`src/rtl/seq_wdt_pkg.sv`:
```
package seq_wdt_pkg;

    typedef enum logic [2:0] {
        A_CTRL  = 3'd0,
        A_LOAD  = 3'd1,
        A_COUNT = 3'd2,
        A_TRIG  = 3'd3,
        A_RUN   = 3'd4,
        A_STAT  = 3'd5
    } reg_addr_e;

    localparam logic [15:0] ARM_FIRST  = 16'hBBBB;
    localparam logic [15:0] ARM_SECOND = 16'h4444;
    localparam logic [15:0] DIS_FIRST  = 16'hAAAA;
    localparam logic [15:0] DIS_SECOND = 16'h5555;

    typedef enum logic [1:0] {
        SQ_IDLE,
        SQ_ARM_HALF,
        SQ_DIS_HALF
    } seq_state_e;

    localparam int RATIO_W = 3;

    typedef struct packed {
        logic               pre_en;
        logic [RATIO_W-1:0] ratio;
    } ctrl_t;

    localparam int CTRL_EN_BIT = 5;
    localparam int CTRL_RATIO_LSB = 2;

    localparam int NPEND = 4;
    localparam int PB_CTRL = 0;
    localparam int PB_LOAD = 2;
    localparam int PB_TRIG = 3;
    localparam int PB_RUN  = 4;

    function automatic logic match16(input logic [31:0] d, input logic [15:0] w);
        return d == {16'h0000, w};
    endfunction

endpackage

```
`src/rtl/seq_wdt_seqchk.sv`:
```
module seq_wdt_seqchk
    import seq_wdt_pkg::*;
(
    input  logic        clk,
    input  logic        rst,
    input  logic        wr_run,
    input  logic        wr_other,
    input  logic [31:0] data,
    output logic        running
);
    seq_state_e st_q;
    logic       run_q;

    always_ff @(posedge clk) begin
        if (rst) begin
            st_q  <= SQ_IDLE;
            run_q <= 1'b0;
        end else if (wr_run) begin
            if (st_q == SQ_ARM_HALF && match16(data, ARM_SECOND)) begin
                run_q <= 1'b1;
                st_q  <= SQ_IDLE;
            end else if (st_q == SQ_DIS_HALF && match16(data, DIS_SECOND)) begin
                run_q <= 1'b0;
                st_q  <= SQ_IDLE;
            end else if (match16(data, ARM_FIRST)) begin
                st_q <= SQ_ARM_HALF;
            end else if (match16(data, DIS_FIRST)) begin
                st_q <= SQ_DIS_HALF;
            end else begin
                st_q <= SQ_IDLE;
            end
        end else if (wr_other) begin
            st_q <= SQ_IDLE;
        end
    end

    assign running = run_q;
endmodule

```
`src/rtl/seq_wdt_prescale.sv`:
```
module seq_wdt_prescale
    import seq_wdt_pkg::*;
(
    input  logic               clk,
    input  logic               rst,
    input  logic               clr,
    input  logic               tick_in,
    input  logic               en,
    input  logic [RATIO_W-1:0] ratio,
    output logic               tick_out
);
    localparam int PRE_W = 1 << RATIO_W;

    logic [PRE_W-1:0] pre_q;
    logic [PRE_W:0]   one_sh;
    logic [PRE_W-1:0] mask;
    logic             wrap;

    always_comb begin
        one_sh = (PRE_W+1)'(1) << ratio;
        mask   = PRE_W'(one_sh - (PRE_W+1)'(1));
    end

    assign wrap     = (pre_q == mask);
    assign tick_out = tick_in && (!en || wrap);

    always_ff @(posedge clk) begin
        if (rst || clr) begin
            pre_q <= '0;
        end else if (tick_in && en) begin
            pre_q <= wrap ? '0 : pre_q + 1'b1;
        end
    end
endmodule

```
`src/rtl/seq_wdt_pending.sv`:
```
module seq_wdt_pending
    import seq_wdt_pkg::*;
#(
    parameter int HOLD = 2
) (
    input  logic             clk,
    input  logic             rst,
    input  logic [NPEND-1:0] wr_vec,
    output logic [NPEND-1:0] pend
);
    localparam int HW = $clog2(HOLD + 1);

    for (genvar g = 0; g < NPEND; g++) begin : g_flag
        logic [HW-1:0] cnt_q;
        always_ff @(posedge clk) begin
            if (rst) begin
                cnt_q <= '0;
            end else if (wr_vec[g]) begin
                cnt_q <= HW'(HOLD);
            end else if (cnt_q != '0) begin
                cnt_q <= cnt_q - 1'b1;
            end
        end
        assign pend[g] = (cnt_q != '0);
    end
endmodule

```
`src/rtl/seq_wdt_top.sv`:
```
module seq_wdt_top
    import seq_wdt_pkg::*;
#(
    parameter int CNT_W = 32
) (
    input  logic        clk,
    input  logic        rst,
    input  logic        tick_i,
    input  logic        wr_en_i,
    input  logic [2:0]  wr_addr_i,
    input  logic [31:0] wr_data_i,
    input  logic [2:0]  rd_addr_i,
    output logic [31:0] rd_data_o,
    output logic        reset_req_o
);
    localparam logic [CNT_W-1:0] CNT_MAX = {CNT_W{1'b1}};

    ctrl_t            ctrl_q;
    logic [CNT_W-1:0] load_q;
    logic [CNT_W-1:0] cnt_q;
    logic [31:0]      trig_q;
    logic             req_q;
    logic             running;
    logic             ctick;
    logic [NPEND-1:0] pend;

    logic wr_ctrl, wr_load, wr_trig, wr_run, trig_hit, cfg_ok;

    assign wr_ctrl  = wr_en_i && (wr_addr_i == A_CTRL);
    assign wr_load  = wr_en_i && (wr_addr_i == A_LOAD);
    assign wr_trig  = wr_en_i && (wr_addr_i == A_TRIG);
    assign wr_run   = wr_en_i && (wr_addr_i == A_RUN);
    assign trig_hit = wr_trig && (wr_data_i != trig_q);
    assign cfg_ok   = !running;

    seq_wdt_seqchk u_seq (
        .clk      (clk),
        .rst      (rst),
        .wr_run   (wr_run),
        .wr_other (wr_en_i && !wr_run),
        .data     (wr_data_i),
        .running  (running)
    );

    seq_wdt_prescale u_pre (
        .clk      (clk),
        .rst      (rst),
        .clr      (wr_ctrl && cfg_ok),
        .tick_in  (tick_i && running),
        .en       (ctrl_q.pre_en),
        .ratio    (ctrl_q.ratio),
        .tick_out (ctick)
    );

    seq_wdt_pending #(.HOLD(2)) u_pend (
        .clk    (clk),
        .rst    (rst),
        .wr_vec ({wr_run, wr_trig, wr_load, wr_ctrl}),
        .pend   (pend)
    );

    always_ff @(posedge clk) begin
        if (rst) begin
            ctrl_q <= '0;
            load_q <= '0;
            trig_q <= '0;
        end else begin
            if (wr_ctrl && cfg_ok) begin
                ctrl_q.pre_en <= wr_data_i[CTRL_EN_BIT];
                ctrl_q.ratio  <= wr_data_i[CTRL_RATIO_LSB +: RATIO_W];
            end
            if (wr_load && cfg_ok) load_q <= wr_data_i[CNT_W-1:0];
            if (wr_trig) trig_q <= wr_data_i;
        end
    end

    always_ff @(posedge clk) begin
        if (rst) begin
            cnt_q <= '0;
            req_q <= 1'b0;
        end else begin
            req_q <= 1'b0;
            if (trig_hit) begin
                cnt_q <= load_q;
            end else if (running && ctick) begin
                if (cnt_q == CNT_MAX) begin
                    cnt_q <= load_q;
                    req_q <= 1'b1;
                end else begin
                    cnt_q <= cnt_q + 1'b1;
                end
            end
        end
    end

    always_comb begin
        rd_data_o = '0;
        case (rd_addr_i)
            A_CTRL: begin
                rd_data_o[CTRL_EN_BIT] = ctrl_q.pre_en;
                rd_data_o[CTRL_RATIO_LSB +: RATIO_W] = ctrl_q.ratio;
            end
            A_LOAD:  rd_data_o[CNT_W-1:0] = load_q;
            A_COUNT: rd_data_o[CNT_W-1:0] = cnt_q;
            A_TRIG:  rd_data_o = trig_q;
            A_RUN:   rd_data_o[0] = running;
            A_STAT: begin
                rd_data_o[PB_CTRL] = pend[0];
                rd_data_o[PB_LOAD] = pend[1];
                rd_data_o[PB_TRIG] = pend[2];
                rd_data_o[PB_RUN]  = pend[3];
            end
            default: rd_data_o = '0;
        endcase
    end

    assign reset_req_o = req_q;
endmodule

```
`config.mk`:
```
export PLATFORM = sky130hd
export DESIGN_NAME = seq_wdt_top
export DESIGN_NICKNAME = d
export VERILOG_FILES = /design/src/rtl/seq_wdt_pkg.sv /design/src/rtl/seq_wdt_seqchk.sv /design/src/rtl/seq_wdt_prescale.sv /design/src/rtl/seq_wdt_pending.sv /design/src/rtl/seq_wdt_top.sv
export SDC_FILE = /design/constraint.sdc
export NUM_CORES = 1
export LEC_CHECK = 0
export ABC_AREA = 1
export BUFFER_PORTS_ARGS = -buffer_cell sky130_fd_sc_hd__clkbuf_2
export CORE_ASPECT_RATIO = 2
export CORE_UTILIZATION = 60
export CTS_BUF_LIST = sky130_fd_sc_hd__clkbuf_4 sky130_fd_sc_hd__clkbuf_8 sky130_fd_sc_hd__clkbuf_16
export CTS_CLUSTER_DIAMETER = 40
export DETAILED_ROUTE_END_ITERATION = 16
export PLACE_DENSITY = 0.81
export SLEW_MARGIN = 20
export SYNTH_ARGS = -nofsm -noshare
export SYNTH_HDL_FRONTEND = slang
export SYNTH_SLANG_ARGS = --single-unit
```
`constraint.sdc`:
```
create_clock -name clk -period 3.8 [get_ports clk]
set_clock_uncertainty 0.2 [all_clocks]
set_input_delay 0.38 -clock clk [delete_from_list [all_inputs] [get_ports clk]]
set_output_delay 0.38 -clock clk [all_outputs]
set_load 0.01 [all_outputs]
```
After elaboration in Yosys (flattened, before gate mapping):

Cells that the tools add are included.

* flip-flop bits (word level): 120
* bits of input ports: 42
* output and inout bits: 33
* word-level logic and storage cells: 107

* $add $sub $neg: 7
* eq/ne operators: 17
* shift-type cells: 1
* mux-type cells: 26
* bitwise logic cells: 1
* reductions and logical operators: 38

Operator list (number)
* $mux 32: 3
* $pmux 26 s3: 1
* $eq 32x15->1 const B: 2
* $eq 32x16->1 const B: 2
* $add 32x1->32 const B: 1
* $eq 32x32->1 const B: 1
* $ne 32x32->1: 1
* $mux 2: 14
* $reduce_bool 2->1: 11
* $pmux 3 s5: 1
* $logic_and 1x1->1: 14
* $eq 3x2->1 const B: 3
* $eq 3x3->1 const B: 3
* $add 8x1->8 const B: 1
* $eq 8x8->1: 1
* $mux 8: 1
* $reduce_or 2->1: 4
* $shl 1x3->8 const A: 1
* $sub 2x1->2 const B: 4
* $sub 8x1->8 const B: 1
* $eq 3x1->1 const B: 2
* $logic_not 3->1: 2
* $pmux 1 s5: 1
* $pmux 1 s4: 1
* other kinds (9): 14

Depth between registers and ports, before layout:

Gate-level depths: netlist (run 1).

* depth in word-level cells: 8
* mapped depth: 18
* mapped depth without buffers: 17

Cells and area by module:

A second synthesis (run 1) with hierarchy kept.

* cells, all modules: 1296
* area, all modules: 7985.2 µm²

By module, submodules not included
* seq_wdt_top: times used 1, cells an instance 1067, area an instance 6605.1 µm², sequential area each 2021.9 µm²
* seq_wdt_prescale: times used 1, cells an instance 97, area an instance 619.3 µm², sequential area each 160.2 µm²
* seq_wdt_seqchk: times used 1, cells an instance 86, area an instance 425.4 µm², sequential area each 60.1 µm²
* seq_wdt_pending: times used 1, cells an instance 46, area an instance 335.3 µm², sequential area each 160.2 µm²

Worst setup path before layout (run 1):

Ideal clock, no wire load.

* kind: register to register
* start point: reg, netlist name ctrl_q[1]
* end point: reg cnt_q[16]
* arrival: 1.793 ns
* slack: 1.673 ns
* cell stages (with the launch flop): 16
* path through: dfxtp_1 nor2_1 nand2_1 ha_1 inv_1 nand2_1 nand2_1 nor2_1 nand3_1 nor2_1 nand3_2 nand2_2 nand2_4 buf_2 nand3_1 a21oi_2

* word-level cells in the longest chain between the ends: 7

Ends and longest elaborated chain
* $shl 1x3->8: RTL line seq_wdt_prescale.sv:20 `one_sh = (PRE_W+1)'(1) << ratio;`
* $sub 8x1->8: RTL line seq_wdt_prescale.sv:21 `mask = PRE_W'(one_sh - (PRE_W+1)'(1));`
* $eq 8x8->1: RTL line seq_wdt_prescale.sv:24 `assign wrap = (pre_q == mask);`
* $logic_or 1x1->1: RTL line seq_wdt_prescale.sv:25 `assign tick_out = tick_in && (!en || wrap);`
* $logic_and 1x1->1: RTL line seq_wdt_prescale.sv:25
* $logic_and 1x1->1: RTL line seq_wdt_top.sv:85 `end else if (running && ctick) begin`
* $reduce_bool 2->1 (no line)
* to (signal assigned): RTL line seq_wdt_top.sv:84 `cnt_q <= load_q;`
* to (signal assigned): RTL line seq_wdt_top.sv:87 `cnt_q <= load_q;`
* to (signal assigned): RTL line seq_wdt_top.sv:90 `cnt_q <= cnt_q + 1'b1;`
* to (decl): RTL line seq_wdt_top.sv:20 `logic [CNT_W-1:0] cnt_q;`

No other way between the ends.
A chain may end at the register's enable or synchronous reset.

Final worst setup path (run 1):

* start point: reg, netlist name ctrl_q[1]
* end point: reg cnt_q[12]

* word-level cells in the longest chain between the ends: 7

Ends and longest elaborated chain (RTL line)
* $shl 1x3->8: seq_wdt_prescale.sv:20
* $sub 8x1->8: seq_wdt_prescale.sv:21
* $eq 8x8->1: seq_wdt_prescale.sv:24
* $logic_or 1x1->1: seq_wdt_prescale.sv:25
* $logic_and 1x1->1: seq_wdt_prescale.sv:25
* $logic_and 1x1->1: seq_wdt_top.sv:85
* $reduce_bool 2->1 (no line)

No other way between the ends.

==> results of run 1 <==
## cells in the final DEF, fill, tap and decap left out, types with 2 or more instances in the layout
cell        synthesis  routed
nand4_1             8       8
nor3_1             17      17
nor2_4              4       4
a22oi_1            10      10
buf_4               6      10
nand3_1           122     122
clkinvlp_4          0       3
ha_1                5       5
clkinv_4            0       4
xnor2_1            26      26
nor3_2              2       2
o22ai_1            21      21
nor2_1            133     133
inv_6               1       3
nor2_2              4       4
inv_1             151     151
nand2_1           334     333
nand2_2             5       6
a21oi_1            93      93
o21ai_0            99      99
nor4_1              2       2
o221ai_1            4       4
bufinv_16           0       3
nand3b_1            2       2
nand2_4             4       4
a21oi_2             3       3
xor2_1             16      16
clkbuf_16           0      17
inv_2               5       6
dfxtp_1           120     120
nand2_8             2       2
clkbuf_2            0      74
nor3b_1             2       2
o21ai_1            11      11
## state kept, by name, indices dropped and copies added (netlist names)
| signal | flops |
|---|---|
| u_pre.pre_q | 8 |
| load_q | 32 |
| u_seq.running | 1 |
| cnt_q | 32 |
| reset_req_o | 1 |
| u_seq.st_q | 2 |
| u_pend.g_flag.cnt_q | 8 |
| ctrl_q | 4 |
| trig_q | 32 |
## where the power goes
part / internal, uW / switching (uW) / leakage [uW]
logic: 90.4 / 188 / 0.00252
registers: 1290 / 27.3 / 0.000972
clock network: 1060 / 627 / 0.000294
total: 2440 / 843 / 0.00378
## per-layer routing
metal  part of all wire [%]  vias up  track usage (%)
li1                       -     4200                -
met1                     37     3919             40.3
met2                     50      440             63.7
met3                    7.0      106             5.53
met4                    6.0        0             25.3
met5                      0        -                0
## path summary, 6_finish.rpt
kind / slack (ns) / depth (start not counted) / end
worst max register to register: 0.91 / 17 / cnt_q[12]
worst max-delay path: 0.91 / 17 / cnt_q[12]
worst min-delay path: 0.05 / 3 / trig_q[23]
worst min register to register: 0.25 / 1 / u_pend.g_flag[3].cnt_q[0]
## final cells by class
type                       instances  share of cell area, %
tap                              150                   2.13
clock buffer                      19                   5.08
clock inverter                    13                   1.93
multi-input combinational        937                   51.7
inverter                         158                   6.80
timing repair buffer              84                   5.06
sequential                       120                   27.3
## kinds of logic after synthesis
kind of cell | share of synthesized area, %
simple gates | 35.4
compound gates | 16.9
buf+inv | 11.6
flops | 30.6
xor+xnor | 4.68
fa+ha+maj | 0.796
## per-stage QoR
step                utilization (%)  area, sq um  worst slack [ns]  instances
detailed placement             64.4         8180             0.844       1449
floorplan                         -         7860              1.67       1273
global route                   69.3         8800             0.635       1481
global placement               64.4         8180             0.878       1449
finish                         69.3         8800             0.906       1481
CTS                            69.3         8800             0.968       1481
## Yosys cell counts, drive strengths merged
library cell and count:
nand3 123, nand4 8, nor3b 2, nand2 345, or2 1, clkbuf 35, o2111a 1, a221oi 1
nor3 19, nand3b 2, a22oi 10, o21ai 111, ha 5, buf 23, o221ai 4, nor2 142
xnor2 26, o22ai 21, dfxtp 120, clkinv 1, o2111ai 1, nor4 2, o41ai 1, xor2 16
a21oi 96, inv 157
## worst max-delay path, stage by stage (launching register included)
cell     delay (ns)
dfxtp_1        0.35
nor2_1         0.18
nand2_1        0.11
ha_1           0.28
inv_1          0.10
nand2_1        0.06
nand2_1        0.08
nand2_1        0.05
nand2_1        0.05
nand2_1        0.05
nor2_1         0.11
nand3_2        0.12
nand2_2        0.09
nand2_4        0.26
nand2_8        0.30
inv_1          0.17
nor2_1         0.15
nor2_1         0.05
==> results.json, run 1 <==
{
  "outcome": "finished, final reports clean",
  "cts_setup_buffers": 0,
  "overflow": 0,
  "cap_violations": 0,
  "cts_hold_buf": 0,
  "crit_type": "flip-flop to flip-flop",
  "gp_congestion": 0.933,
  "synth_area_leaders": "dfxtp_1, nand2_1, nand3_1, inv_1, nor2_1",
  "numCtsBuffers": 17,
  "p_total_uw": 3280,
  "htree_levels": 4,
  "track_usage_pct": 36.4,
  "wire_per_inst_microns": 16.7,
  "core.rowCount": 58,
  "ys_warn_count": 0,
  "min_from": "wr_data_i[23]",
  "drt_wl_total_microns": 24800,
  "die_area_sq_mm": 0.0136,
  "crit_arrival_ns": 3.00,
  "yosys.area.top_type": "dfxtp_1",
  "drt_iter0_markers": 905,
  "die_x_microns": 82.9,
  "grt_pass1_wl_microns": 39400,
  "antenna_found_initial": 0,
  "hp-class": "input port to flip-flop",
  "layout.area.seq_sq_mm": 0.00240,
  "grt_pass1_vias": 8069,
  "rsz0062_at_grt": "no",
  "r2r-start": "ctrl_q[1]",
  "post-route-min-period_ns": 2.89,
  "synth.avg_cell_area_sq_um": 6.18,
  "vias": 8665,
  "yosysTopAreaCellShare_pct": 30.6,
  "slew_violations": 0,
  "clkSinkCount": 120,
  "clock_latency_ns": 0.42,
  "viasPerCell": 5.85,
  "setup_tns_ns": 0,
  "crit_fanout": 34,
  "synth_seq_cells": 120,
  "critPathCaptureType": "flip-flop",
  "p_leak_uw": 0.00378,
  "fp.dieH_microns": 164,
  "max_freq_mhz": 346,
  "netlist_instances": 1273,
  "vdd_drop_max_mv": 0.389,
  "firstDrtPassIters": 6,
  "multi_input_area_sq_mm": 0.00455,
  "dpl.hpwl_microns": 17900,
  "mappedNetlistNets": 1320,
  "holdWs_ns": 0.0480,
  "start_util_pct": 61.9,
  "cts_tree": "built",
  "io-pin-count": 75,
  "grt_max_degree": 73,
  "drive_above_1_share_pct": 11.4,
  "drc": 0,
  "worst_pin_slew_ns": 1.00,
  "slew_headroom_pct": 33.1,
  "cts_resized": 0,
  "port_buffers": 74,
  "core_sq_mm": 0.0127,
  "setup_viol": 0,
  "ant_nets": 0,
  "setup.worst_path.start_class": "flip-flop",
  "seq_area_frac_synth_pct": 30.6,
  "fill_cells": 1168,
  "fin_crit_sh_pct": 76.2,
  "max-clock-path-buffers": 2,
  "root_buffer": "clkbuf_16",
  "power.density_mw_per_mm2": 373,
  "final_hold_viol_count": 0,
  "antenna_cells": 0,
  "yosysUniqueCellTypes": 42,
  "path_clk_slew_ns": 0.06,
  "num-nets-final": 1365,
  "crit_path_start": "ctrl_q[1]",
  "area_delta_synth_final_pct": 11.9,
  "netlist_area_sq_mm": 0.00786,
  "critPathRequiredTime_ns": 3.91
}
Note: power is estimated with default switching activity, not from simulation.
==> run 2: changes to the inputs <==
CORE_UTILIZATION = 55   (was 60)
PLACE_DENSITY = 0.78   (was 0.81)
clock period = 2.6 ns   (was 3.8 ns; I/O delays follow)
==> results.json, run 2 (synthesized netlist as in run 1, its figures left out) <==
{
  "path_clk_slew_ns": 0.05,
  "p_seq_share_pct": 41.0,
  "instances_no_fill": 1572,
  "grt_max_degree": 65,
  "core_sq_mm": 0.0139,
  "drive_above_1_share_pct": 13.2,
  "max_freq_mhz": 404,
  "p_comb_share_pct": 10.0,
  "setup.worst_path.start_class": "flip-flop",
  "drt_iter0_markers": 705,
  "crit_fanout": 20,
  "vias": 8839,
  "area_delta_synth_final_pct": 19.1,
  "switching_share_pct": 25.3,
  "antenna_found_initial": 0,
  "whs_path_depth": 3,
  "dpl.hpwl_microns": 18100,
  "design_area_sq_mm": 0.00936,
  "layout_commonest_cell": "nand2_1",
  "wire_per_inst_microns": 16.4,
  "fp.dieH_microns": 171,
  "clock_power_share_pct": 48.9,
  "p_sw_uw": 1180,
  "clock_latency_ns": 0.42,
  "antenna_cells": 0,
  "rsz0062_at_grt": "no",
  "setup_viol": 0,
  "setup_tns_ns": 0,
  "core.rowCount": 61,
  "power.density_mw_per_mm2": 500,
  "gp_congestion": 1.08,
  "final_cell_mix": "nand2_1, inv_1, nor2_1",
  "numCtsBuffers": 17,
  "firstDrtPassIters": 6,
  "htree_levels": 4,
  "worst_pin_slew_ns": 0.714,
  "cp_slowest_stage_delay_ns": 0.48,
  "p_leak_uw": 0.00404,
  "hp-class": "input port to flip-flop",
  "port_buffers": 74,
  "root_buffer": "clkbuf_16",
  "vdd_drop_max_mv": 0.524,
  "overflow": 0,
  "critPathCaptureType": "flip-flop",
  "p_int_uw": 3500,
  "slew_headroom_pct": 52.3,
  "ant_nets": 0,
  "cap_violations": 0,
  "crit_type": "flip-flop to flip-flop",
  "reg_top3": "cnt_q (32), load_q (32), trig_q (32)",
  "die_area_sq_mm": 0.0148,
  "drc": 0,
  "die_x_microns": 86.5,
  "drt_wl_total_microns": 25800,
  "clkSinkCount": 120,
  "grt_pass1_vias": 8454,
  "viasPerCell": 5.62,
  "critPathSlowestCell": "nor3_1",
  "reg2regPathDepth": 11,
  "crit_top_cell": "nand2_1",
  "slew_violations": 0,
  "dp_cells": 1503,
  "fin_crit_sh_pct": 95.2,
  "placed_cell_area_sq_mm": 0.00839,
  "num-nets-final": 1418,
  "critPathRequiredTime_ns": 2.75,
  "post-route-min-period_ns": 2.47,
  "cts_tree": "built",
  "start_util_pct": 56.6,
  "worstPathCellList": "nand2_1 -> nor3_1 -> nand2_1 -> nor2_4 -> buf_4 -> nand3_1 -> nand3_1 -> nand2_1 -> nand2_1 -> nand2_1 -> a21oi_1",
  "crit_arrival_ns": 2.62,
  "io-pin-count": 75,
  "outcome": "finished, final reports clean",
  "track_usage_pct": 35.7,
  "max-clock-path-buffers": 2,
  "grt_pass1_wl_microns": 40600,
  "final_hold_viol_count": 0
}
-- run 2: cell types whose count changed in the layout (fill, tap and decap cells not counted), moves of 2 or more --
cell           before  now
inv_6               3    1
clkinv_4            4    0
dfxtp_1           120  118
bufinv_16           3    1
clkbuf_8            1    5
nor2_1            133  129
nor2_2              4    8
inv_1             151  148
dlygate4sd3_1       0   30
buf_4              10   26
clkinv_2            1    5
clkinvlp_4          3    5
buf_12              0    5
dfxtp_2             0    2
-- run 2: what timing repair did --
item	4_1_cts	5_1_grt
setup buffers	0	6
hold buffers	30	0
gates resized for setup	0	10
hold endpoints to repair	38	0
setup endpoints to repair	0	24
-- run 2: critical path, delay by kind of cell (launching register included) --
| family | cells | cell delay (ns) |
|---|---|---|
| DFF | 1 | 0.44 |
| AOI/OAI and AO/OA | 1 | 0.13 |
| buffers and inverters | 1 | 0.30 |
| and+or+nand+nor | 9 | 1.31 |
-- run 2: power by group through the flow --
stage	sequential, uW	combinational [uW]	clock [uW]
after global placement	1960	407	0
after CTS	1920	449	2300
after floorplan	1950	270	0
after detailed placement	1960	412	0
final	1920	470	2290
after global routing	1930	519	2380
-- run 2: worst paths after layout --
| check | end | slack, ns | startpoint |
|---|---|---|---|
| max | cnt_q[20] | 0.13 | cnt_q[28] |
| min | trig_q[24] | 0.005 | wr_data_i[24] |
| max reg2reg | cnt_q[20] | 0.13 | cnt_q[28] |
| min reg2reg | u_pend.g_flag[0].cnt_q[0] | 0.25 | u_pend.g_flag[0].cnt_q[0] |
-- run 2: per-stage QoR --
step                      hold WS, ns  total power, uW  util (%)  worst slack, ns
after floorplan                 0.195             2220         -            0.473
after global placement          0.228             2360      60.4            0.243
after detailed placement        0.239             2370      60.4            0.141
after CTS                     0.00471             4670      66.7            0.134
after global routing           0.0215             4820      67.4          0.00481
final                         0.00489             4680      67.4            0.125
-- run 2: final cells by class --
type	instances	area (sq um)
Inverter	158	606
Sequential cell	120	2400
Clock buffer	23	502
Tap cell	189	236
Fill cell	1282	4530
Timing Repair Buffer	135	966
Multi-Input combinational cell	938	4570
Timing Repair inverter	1	7.51
Clock inverter	8	70.1
-- run 2: metal layers --
layer	routed length, microns	part of all wire [%]	GRT usage (%)	vias to the layer above
met1	9500	37	39.0	3990
met5	0	0	0	-
met3	1670	6.5	5.69	99
met2	13300	51	62.9	438
met4	1420	5.5	22.5	0
li1	-	-	-	4312
